File: src/rtl/beam_acs_pkg.sv
package beam_acs_pkg;

  localparam int SPINE_W  = 64;
  localparam int SYM_W    = 8;
  localparam int PIDX_W   = 4;
  localparam int LVL_W    = 9;
  localparam int DIFF_W   = 10;
  localparam int METRIC_W = 18;
  localparam int ROT_A    = 13;
  localparam int ROT_B    = 27;

  localparam logic [SPINE_W-1:0] MIX_C1 = 64'h9E3779B97F4A7C15;
  localparam logic [SPINE_W-1:0] MIX_C2 = 64'hC2B2AE3D27D4EB4F;

  function automatic logic [SPINE_W-1:0] rotl(input logic [SPINE_W-1:0] x, input int n);
    return (x << n) | (x >> (SPINE_W - n));
  endfunction

  // Chain-state mixing: add, xor-rotate, add, xor-rotate.
  function automatic logic [SPINE_W-1:0] spine_mix(input logic [SPINE_W-1:0] parent,
                                                   input logic [SPINE_W-1:0] seg_ext);
    logic [SPINE_W-1:0] a, b, c;
    a = parent + seg_ext + MIX_C1;
    b = a ^ rotl(a, ROT_A);
    c = b + MIX_C2;
    return c ^ rotl(c, ROT_B);
  endfunction

  // Linear 16-level axis: 16*idx - 120.
  function automatic logic signed [LVL_W-1:0] level_of(input logic [PIDX_W-1:0] idx);
    return $signed({1'b0, idx, 4'b0000}) - 9'sd120;
  endfunction

  function automatic logic [METRIC_W-1:0] sq_dist(input logic signed [SYM_W-1:0] yi,
                                                  input logic signed [SYM_W-1:0] yq,
                                                  input logic signed [LVL_W-1:0] li,
                                                  input logic signed [LVL_W-1:0] lq);
    logic signed [DIFF_W-1:0]   di, dq;
    logic signed [2*DIFF_W-1:0] pi, pq, tot;
    di  = DIFF_W'(yi) - DIFF_W'(li);
    dq  = DIFF_W'(yq) - DIFF_W'(lq);
    pi  = di * di;
    pq  = dq * dq;
    tot = pi + pq;
    return METRIC_W'(tot);
  endfunction

endpackage

File: src/rtl/beam_acs_seq.sv
module beam_acs_seq #(
  parameter int N_CAND = 32,
  parameter int IDX_W  = $clog2(N_CAND)
) (
  input  logic             clk,
  input  logic             rst_n,
  input  logic             sym_valid,
  input  logic             cand_ready,
  output logic             sym_ready,
  output logic             take,
  output logic             cand_valid,
  output logic             fire,
  output logic [IDX_W-1:0] idx,
  output logic             last
);
  localparam logic [IDX_W-1:0] LAST_IDX = IDX_W'(N_CAND - 1);

  logic             busy_q;
  logic [IDX_W-1:0] idx_q;

  assign sym_ready  = !busy_q;
  assign take       = sym_valid && !busy_q;
  assign cand_valid = busy_q;
  assign fire       = busy_q && cand_ready;
  assign idx        = idx_q;
  assign last       = (idx_q == LAST_IDX);

  always_ff @(posedge clk) begin
    if (!rst_n) begin
      busy_q <= 1'b0;
      idx_q  <= '0;
    end else if (take) begin
      busy_q <= 1'b1;
      idx_q  <= '0;
    end else if (fire) begin
      if (last) busy_q <= 1'b0;
      else      idx_q  <= idx_q + 1'b1;
    end
  end

  a_r2_accept_starts: assert property (@(posedge clk) disable iff (!rst_n)
    take |=> (cand_valid && idx == '0 && !sym_ready));
  a_r3_step_up: assert property (@(posedge clk) disable iff (!rst_n)
    (fire && !last) |=> (cand_valid && idx == $past(idx) + 1'b1));
  a_r3_end_frees: assert property (@(posedge clk) disable iff (!rst_n)
    (fire && last) |=> (sym_ready && !cand_valid));
  a_r8_stall_holds: assert property (@(posedge clk) disable iff (!rst_n)
    (cand_valid && !cand_ready) |=> (cand_valid && $stable(idx)));

endmodule

File: src/rtl/beam_acs_store.sv
module beam_acs_store
  import beam_acs_pkg::*;
#(
  parameter int                 BEAMS      = 4,
  parameter int                 COST_W     = 20,
  parameter int                 PAR_W      = $clog2(BEAMS),
  parameter logic [SPINE_W-1:0] SEED_SPINE = 64'h0123456789ABCDEF
) (
  input  logic                       clk,
  input  logic                       rst_n,
  input  logic                       take,
  input  logic                       first_step,
  input  logic [SYM_W-1:0]           sym_i,
  input  logic [SYM_W-1:0]           sym_q,
  input  logic [BEAMS*COST_W-1:0]    par_cost,
  input  logic [BEAMS*SPINE_W-1:0]   par_spine,
  input  logic [PAR_W-1:0]           sel,
  output logic [SYM_W-1:0]           cur_i,
  output logic [SYM_W-1:0]           cur_q,
  output logic [COST_W-1:0]          sel_cost,
  output logic [SPINE_W-1:0]         sel_spine
);
  logic [COST_W-1:0]  cost_q  [BEAMS];
  logic [SPINE_W-1:0] spine_q [BEAMS];
  logic [SYM_W-1:0]   i_q, q_q;

  for (genvar b = 0; b < BEAMS; b++) begin : g_slot
    always_ff @(posedge clk) begin
      if (!rst_n) begin
        cost_q[b]  <= '0;
        spine_q[b] <= SEED_SPINE;
      end else if (take) begin
        cost_q[b]  <= first_step ? '0 : par_cost[b*COST_W +: COST_W];
        spine_q[b] <= first_step ? SEED_SPINE : par_spine[b*SPINE_W +: SPINE_W];
      end
    end
  end

  always_ff @(posedge clk) begin
    if (!rst_n) begin
      i_q <= '0;
      q_q <= '0;
    end else if (take) begin
      i_q <= sym_i;
      q_q <= sym_q;
    end
  end

  assign cur_i     = i_q;
  assign cur_q     = q_q;
  assign sel_cost  = cost_q[sel];
  assign sel_spine = spine_q[sel];

  a_r7_seed_load: assert property (@(posedge clk) disable iff (!rst_n)
    (take && first_step) |=> (spine_q[0] == SEED_SPINE && cost_q[0] == '0
                              && spine_q[BEAMS-1] == SEED_SPINE));
  a_r9_window: assert property (@(posedge clk) disable iff (!rst_n)
    !take |=> ($stable(i_q) && $stable(q_q) && $stable(cost_q[0]) && $stable(spine_q[0])));

endmodule

File: src/rtl/beam_acs_branch.sv
module beam_acs_branch
  import beam_acs_pkg::*;
#(
  parameter int COST_W = 20,
  parameter int SEG_W  = 3
) (
  input  logic                       clk,
  input  logic                       rst_n,
  input  logic                       active,
  input  logic [COST_W-1:0]          par_cost,
  input  logic [SPINE_W-1:0]         par_spine,
  input  logic [SEG_W-1:0]           seg,
  input  logic [SYM_W-1:0]           yi,
  input  logic [SYM_W-1:0]           yq,
  output logic [SPINE_W-1:0]         child_spine,
  output logic [COST_W-1:0]          child_cost
);
  localparam logic [COST_W-1:0] COST_MAX = '1;

  logic signed [LVL_W-1:0] lvl_i, lvl_q;
  logic [METRIC_W-1:0]     metric;
  logic [COST_W:0]         raw_sum;
  logic                    sat_hit;

  assign child_spine = spine_mix(par_spine, SPINE_W'(seg));
  assign lvl_i       = level_of(child_spine[PIDX_W-1:0]);
  assign lvl_q       = level_of(child_spine[2*PIDX_W-1:PIDX_W]);
  assign metric      = sq_dist($signed(yi), $signed(yq), lvl_i, lvl_q);
  assign raw_sum     = {1'b0, par_cost} + (COST_W+1)'(metric);
  assign sat_hit     = raw_sum[COST_W];
  assign child_cost  = sat_hit ? COST_MAX : raw_sum[COST_W-1:0];

  a_r6_no_wrap: assert property (@(posedge clk) disable iff (!rst_n)
    active |-> (child_cost >= par_cost));
  a_r6_pinned_max: assert property (@(posedge clk) disable iff (!rst_n)
    (active && par_cost == COST_MAX) |-> (child_cost == COST_MAX));
  a_r5_levels_in_range: assert property (@(posedge clk) disable iff (!rst_n)
    active |-> (lvl_i >= -9'sd120 && lvl_i <= 9'sd120 && lvl_q >= -9'sd120 && lvl_q <= 9'sd120));

endmodule

File: src/rtl/beam_acs_step.sv
module beam_acs_step
  import beam_acs_pkg::*;
#(
  parameter int                 BEAMS      = 4,
  parameter int                 SEG_W      = 3,
  parameter int                 COST_W     = 20,
  parameter logic [SPINE_W-1:0] SEED_SPINE = 64'h0123456789ABCDEF,
  parameter int                 PAR_W      = $clog2(BEAMS)
) (
  input  logic                     clk,
  input  logic                     rst_n,
  input  logic                     sym_valid,
  output logic                     sym_ready,
  input  logic [SYM_W-1:0]         sym_i,
  input  logic [SYM_W-1:0]         sym_q,
  input  logic                     first_step,
  input  logic [BEAMS*COST_W-1:0]  par_cost,
  input  logic [BEAMS*SPINE_W-1:0] par_spine,
  output logic                     cand_valid,
  input  logic                     cand_ready,
  output logic [COST_W-1:0]        cand_cost,
  output logic [SPINE_W-1:0]       cand_spine,
  output logic [PAR_W-1:0]         cand_parent,
  output logic [SEG_W-1:0]         cand_seg,
  output logic                     cand_last
);
  localparam int N_CAND = BEAMS * (1 << SEG_W);
  localparam int IDX_W  = PAR_W + SEG_W;

  logic             take, fire;
  logic [IDX_W-1:0] idx;
  logic [SYM_W-1:0] cur_i, cur_q;
  logic [COST_W-1:0]  sel_cost;
  logic [SPINE_W-1:0] sel_spine;

  beam_acs_seq #(.N_CAND(N_CAND), .IDX_W(IDX_W)) u_seq (
    .clk(clk), .rst_n(rst_n), .sym_valid(sym_valid), .cand_ready(cand_ready),
    .sym_ready(sym_ready), .take(take), .cand_valid(cand_valid), .fire(fire),
    .idx(idx), .last(cand_last)
  );

  assign cand_parent = idx[IDX_W-1:SEG_W];
  assign cand_seg    = idx[SEG_W-1:0];

  beam_acs_store #(.BEAMS(BEAMS), .COST_W(COST_W), .PAR_W(PAR_W), .SEED_SPINE(SEED_SPINE)) u_store (
    .clk(clk), .rst_n(rst_n), .take(take), .first_step(first_step),
    .sym_i(sym_i), .sym_q(sym_q), .par_cost(par_cost), .par_spine(par_spine),
    .sel(cand_parent), .cur_i(cur_i), .cur_q(cur_q),
    .sel_cost(sel_cost), .sel_spine(sel_spine)
  );

  beam_acs_branch #(.COST_W(COST_W), .SEG_W(SEG_W)) u_branch (
    .clk(clk), .rst_n(rst_n), .active(cand_valid),
    .par_cost(sel_cost), .par_spine(sel_spine), .seg(cand_seg),
    .yi(cur_i), .yq(cur_q), .child_spine(cand_spine), .child_cost(cand_cost)
  );

  a_r8_outputs_hold: assert property (@(posedge clk) disable iff (!rst_n)
    (cand_valid && !cand_ready) |=> ($stable(cand_cost) && $stable(cand_spine)
                                     && $stable(cand_parent) && $stable(cand_seg)));
  a_r3_last_mark: assert property (@(posedge clk) disable iff (!rst_n)
    cand_last |-> (cand_parent == PAR_W'(BEAMS-1) && cand_seg == '1));

endmodule

File: config.mk
export PLATFORM = sky130hd
export DESIGN_NAME = beam_acs_step
export DESIGN_NICKNAME = d
export VERILOG_FILES = /design/src/rtl/beam_acs_pkg.sv /design/src/rtl/beam_acs_seq.sv /design/src/rtl/beam_acs_store.sv /design/src/rtl/beam_acs_branch.sv /design/src/rtl/beam_acs_step.sv
export SDC_FILE = /design/constraint.sdc
export NUM_CORES = 1
export LEC_CHECK = 0
export BUFFER_PORTS_ARGS = -buffer_cell sky130_fd_sc_hd__buf_2
export CAP_MARGIN = 40
export CORE_MARGIN = 1
export CORE_UTILIZATION = 55
export CTS_BUF_LIST = sky130_fd_sc_hd__clkbuf_4
export CTS_CLUSTER_SIZE = 10
export DETAILED_ROUTE_END_ITERATION = 8
export GPL_ROUTABILITY_DRIVEN = 0
export GPL_TIMING_DRIVEN = 1
export PLACE_DENSITY = 0.74
export SYNTH_ARGS = -nofsm -noshare
export SYNTH_HDL_FRONTEND = slang
export SYNTH_SLANG_ARGS = --single-unit
File: constraint.sdc
create_clock -name clk -period 27.2 [get_ports clk]
set_input_delay 8.16 -clock clk [delete_from_list [all_inputs] [get_ports clk]]
set_output_delay 8.16 -clock clk [all_outputs]
set_load 0.01 [all_outputs]
=== Word-level counts from Yosys, hierarchy flattened ===
Memory sizes are Yosys's and may differ from the RTL's. A register that Yosys moved wholly into a read port is not among the register bits.
Index checks and enable logic that the tools add are counted.
Widths: inputs -> output; s select.

* Bitwise operators: 14
* Reductions and logical operators: 8
* Multipliers: 2
* Multiplexer cells: 28
* Eq/ne operators: 1
* $add $sub $neg: 10

{| class="wikitable"
|+ Operator list
! kind !! number
|-
| $mux 64 || 8
|-
| $mux 20 || 9
|-
| $add 64x64->64 const B || 2
|-
| $xor 64x64->64 || 2
|-
| $add 64x3->64 || 1
|-
| $or 64x13->64 || 1
|-
| $or 64x27->64 || 1
|-
| $mul 10x10->18 || 2
|-
| $add 20x18->21 || 1
|-
| $sub 8x9->10 || 2
|-
| $add 18x18->18 || 1
|-
| $sub 8x7->9 const B || 2
|-
| $mux 2 || 4
|-
| $or 1x1->1 || 8
|-
| $mux 1 || 7
|-
| $add 5x1->5 const B || 1
|-
| $eq 5x5->1 const B || 1
|-
| $reduce_and 2->1 || 2
|-
| $reduce_bool 2->1 || 2
|-
| $logic_and 1x1->1 || 2
|-
| $not 1->1 || 2
|-
| $reduce_or 2->1 || 1
|-
| $logic_not 1->1 || 1
|}

* Output and inout port bits: 92
* Memories: 2
* Bits in registers: 22
* Word-level logic and storage cells: 69
* RAM bits: 336
* Input port bits: 357

{| class="wikitable"
|+ Memory list
! memory !! depth !! bits a word !! rd ports !! clocked after Yosys merged registers in !! write ports !! line !! RTL
|-
| u_store.spine_q || 4 || 64 || 1 || 1 || 4 || beam_acs_store.sv:24 || <nowiki>logic [SPINE_W-1:0] spine_q [BEAMS];</nowiki>
|-
| u_store.cost_q || 4 || 20 || 1 || 1 || 4 || beam_acs_store.sv:23 || <nowiki>logic [COST_W-1:0] cost_q [BEAMS];</nowiki>
|}

=== Depth between registers and ports, before layout ===
* Depth after elaboration: 13
* Gate-level depth with buffers: 66
* Depth with buffers taken out: 59

=== Cells and area by module ===
Synthesis repeated with hierarchy kept, for this count alone.

* Cells, all modules: 2838
* Area total of the unflattened synthesis: 30733.2 sq um

{| class="wikitable"
|+ By module, submodules not included
! module !! seq. area each (sq um) !! instances !! area each (sq um) !! cells an instance
|-
| beam_acs_branch || 0.0 || 1 || 15446.1 || 1944
|-
| beam_acs_store || 10410.0 || 1 || 14994.4 || 864
|-
| beam_acs_seq || 120.1 || 1 || 292.8 || 30
|}

=== Worst setup path before layout ===
Ideal clock, no wire load.

* Kind: register to output
* Start: register (tool-made name)
* End: output cand_cost[0]
* Setup slack: 3314 ps
* Cell stages (with the launch flop): 64
* Path buffers: 8
* Data required time: 19040 ps
* Data arrival time: 15726 ps
* Cell sequence: dfxtp_1 > buf_6 > buf_12 > buf_6 > buf_2 > buf_1 > buf_1 > mux4_2 > ha_1 > ha_1 > fa_1 > a21oi_1 > o31a_1 > nor4_1 > and3_1 > buf_2 > or3_4 > a211oi_2 > [... 28 more ...] > ha_1 > inv_1 > o21bai_1 > a21oi_1 > o21bai_1 > a21oi_1 > nor2b_1 > o21a_1 > o21ai_0 > nand2b_1 > a21oi_1 > xnor2_1 > ha_1 > or4_1 > nor3_1 > nor4b_1 > clkbuf_1 > or2_2

{| class="wikitable"
|+ RTL lines
! item !! line !! RTL
|-
| to (decl) || beam_acs_step.sv:21 || <nowiki>output logic [COST_W-1:0] cand_cost,</nowiki>
|}

==> summary.md <==
| Metric | Value |
|---|---|
| Fin nets | 4121 |
| Top-area cell type share of the netlist area | 0.315 |
| Post-route DRC | 1 |
| Hold Crit Class | reg2reg |
| Largest net degree at the start of global routing | 286 |
| Global Route Usage Sum | 0.325 |
| CP bufs+invs | 10 |
| Final Skew | 0.0768 ns |
| CP delay by family, top | adder cells |
| Crit start category | flop |
| Post-Syn Instances | 2981 |
| Top cell by count, worst path | fa_1 |
| Placed Cells | 4109 |
| PortBufs | 448 |
| Final Max Tran Viols | 0 |
| Fill count | 4659 |
| Failing checks | design-rule violations |
| Post-layout min period | 25.39 ns |
| Max transition margin | 0.242 |
| RSZ-0062 raised after global routing | false |
| Post-DR wirelength/cell | 22.5 um |
| Clock latency on the worst-skew pair | 0.83 ns |
| CTS resizes | 0 |
| CP arrival | 17.23 ns |
| CTS tree | done |
| Main synth FF type | edfxtp_1 |
| Final Hold Vio Count | 0 |
| Top post-synthesis cells by area | edfxtp_1, fa_1, mux4_2 |
| Site Rows | 88 |
| Clock Tree Buf Depth | 3 |
| Starting Density | 0.556 |
| DIE AREA | 59100 sq um |
| Global-route wire length before repair | 146000 um |
| Final Setup Violations | 0 |
| Clk slew on worst S/H paths | 0.07 ns |
| CTS buffer count | 91 |
| Fraction of the cycle the final worst path needs | 0.933 |
| Die H | 243 um |
| Crit Path Class | reg2out |
| Root Driver | clkbuf_4 |
| Final Core Density | 0.629 |
| CTS sink cnt | 360 |
| Number of buffers added for setup after CTS | 0 |
| Area leader, netlist | edfxtp_1 |
| Worst Max-Slew Pin Slew | 1.14 ns |
| Register area share after synthesis | 0.330 |
| Critical path's largest stage delay | 0.60 ns |
| Max Cap Viol | 0 |
| Post-synth EDFFs | 336 |
| Critical Path RT | 19.04 ns |
| Number of H-tree levels | 3 |
| Non-Filler Instances | 4300 |
| Detailed placement HPWL | 78400 um |
| Vias after detailed routing | 25766 |
| Syn_nets | 3663 |
| Initial DRC count | 2838 |
| Ys Warns | 0 |
| Layout cells sized above 1 | 0.228 |
| Die Wd | 243 um |
| CTS Hold Bufs | 0 |
| Area growth syn-to-layout | 13.3% |
| Status | finished, violations left |
| Final WL | 96700 um |
| Yosys reg bits | 360 |
| Initial antenna violation count | 25 |
| Avg Inst Size Synth | 10.7 sq um |
| Cell area after synthesis | 32000 sq um |
| Max Clk Rate | 39.4 MHz |
| I/O pin count | 449 |
| Core area | 57600 sq um |
| Netlist cell types | 117 |
| Setup_tns | 0 ns |
| Global route overflow | 0 |
| Crit end category | output port |
| Vias in the first global route | 25726 |
| Antenna viol nets, final | 0 |
| Drt via density | 5.99 |
| 1st-pass router iterations | 9 |
| CP Max Fanout | 37 |
| Async SR Flop Fraction | 0 |
| CP max stage cell | dfxtp_4 |
[synth_stat cells, types with 24 or more instances]
library cell  instances
edfxtp_1            336
inv_1               313
and2_1              252
xnor2_1             179
nand2b_1            177
fa_1                176
ha_1                149
nand2_1             138
nor2_1              134
a21oi_1              93
mux4_2               88
o21ai_0              82
clkbuf_1             79
xor2_1               79
nand3_1              52
a21o_1               42
nor3_1               41
nor2b_1              36
xnor3_1              28
o211ai_1             27
and3_1               26
o21a_1               25
dfxtp_1              24
[final cells by class]
class / instances / area, sq um / share of cell area
repair buffers: 467 / 2470 / 0.0682
diodes: 26 / 65.1 / 0.00180
clock inverters: 25 / 133 / 0.00366
flip-flops and latches: 360 / 10600 / 0.292
multi-input cells: 2201 / 19800 / 0.546
inverters: 318 / 1200 / 0.0331
clock buffers: 138 / 1040 / 0.0286
well taps: 765 / 957 / 0.0264
[registers in the layout, indices dropped and copies added (netlist names), named ones only]
signal,cells
u_seq.cand_valid,1
u_seq.idx,5
u_store.cost_q,80
u_store.cur_i,8
u_store.cur_q,8
u_store.spine_q,256
[cells in the final DEF (no fill, tap or decap), types with 20 or more instances in the layout]
master / instances
nand2_1: 138
nand3_1: 52
ha_1: 149
nor2b_1: 35
a31oi_1: 21
edfxtp_1: 336
nor3_1: 41
o211ai_1: 27
nor2_1: 134
and3_1: 26
xnor2_1: 179
a21o_1: 42
clkinv_1: 20
xnor3_1: 28
mux4_2: 88
xor2_1: 79
a21oi_1: 93
clkbuf_4: 138
diode_2: 26
buf_2: 450
dfxtp_1: 22
inv_1: 312
and2_1: 252
fa_1: 176
o21ai_0: 82
o21a_1: 25
nand2b_1: 177
[through the flow]
stage	worst slack, ns	hold slack (ns)	area, sq um
floorplan	3.31	0.454	32000
global placement	2.89	0.479	34900
detailed placement	2.84	0.475	35000
CTS	1.86	0.497	36100
global route	0.714	0.511	36200
finish	1.81	0.493	36200
[path summary, 6_finish.rpt]
kind | slack [ns] | cells after the start | startpoint | to
max reg2reg | 24.01 | 5 | u_seq.cand_valid$_SDFFE_PN0P_ | u_store.spine_q[2][48]$_SDFFCE_PP1P_
min | 0.49 | 1 | u_store.cur_i[7]$_SDFFE_PN0P_ | u_store.cur_i[7]$_SDFFE_PN0P_
max | 1.81 | 57 | flop | cand_cost[0]
min reg2reg | 0.49 | 1 | u_store.cur_i[7]$_SDFFE_PN0P_ | u_store.cur_i[7]$_SDFFE_PN0P_
[layer usage]
layer	routed length, um	vias up	global-route usage
met3	10000	347	0.0770
met2	43200	1580	0.498
met1	38200	12368	0.432
met4	5240	6	0.164
li1	-	11465	-
met5	35	-	0
[kinds of logic (layout without fill, tap and decap cells)]
kind of cell / count (synthesis) / count (layout) / synth area share
buffers and inverters: 420 / 948 / 0.0514
multiplexers: 99 / 99 / 0.0655
other: 0 / 26 / 0
AO/OA/AOI/OAI: 489 / 489 / 0.111
adder cells (fa/ha/maj): 325 / 325 / 0.168
flip-flops: 360 / 360 / 0.330
XOR/XNOR: 299 / 299 / 0.0981
AND/OR/NAND/NOR: 989 / 989 / 0.176
Power is not shown: default switching activity piles up to over one toggle a cycle in this logic, so the estimate is an artifact.
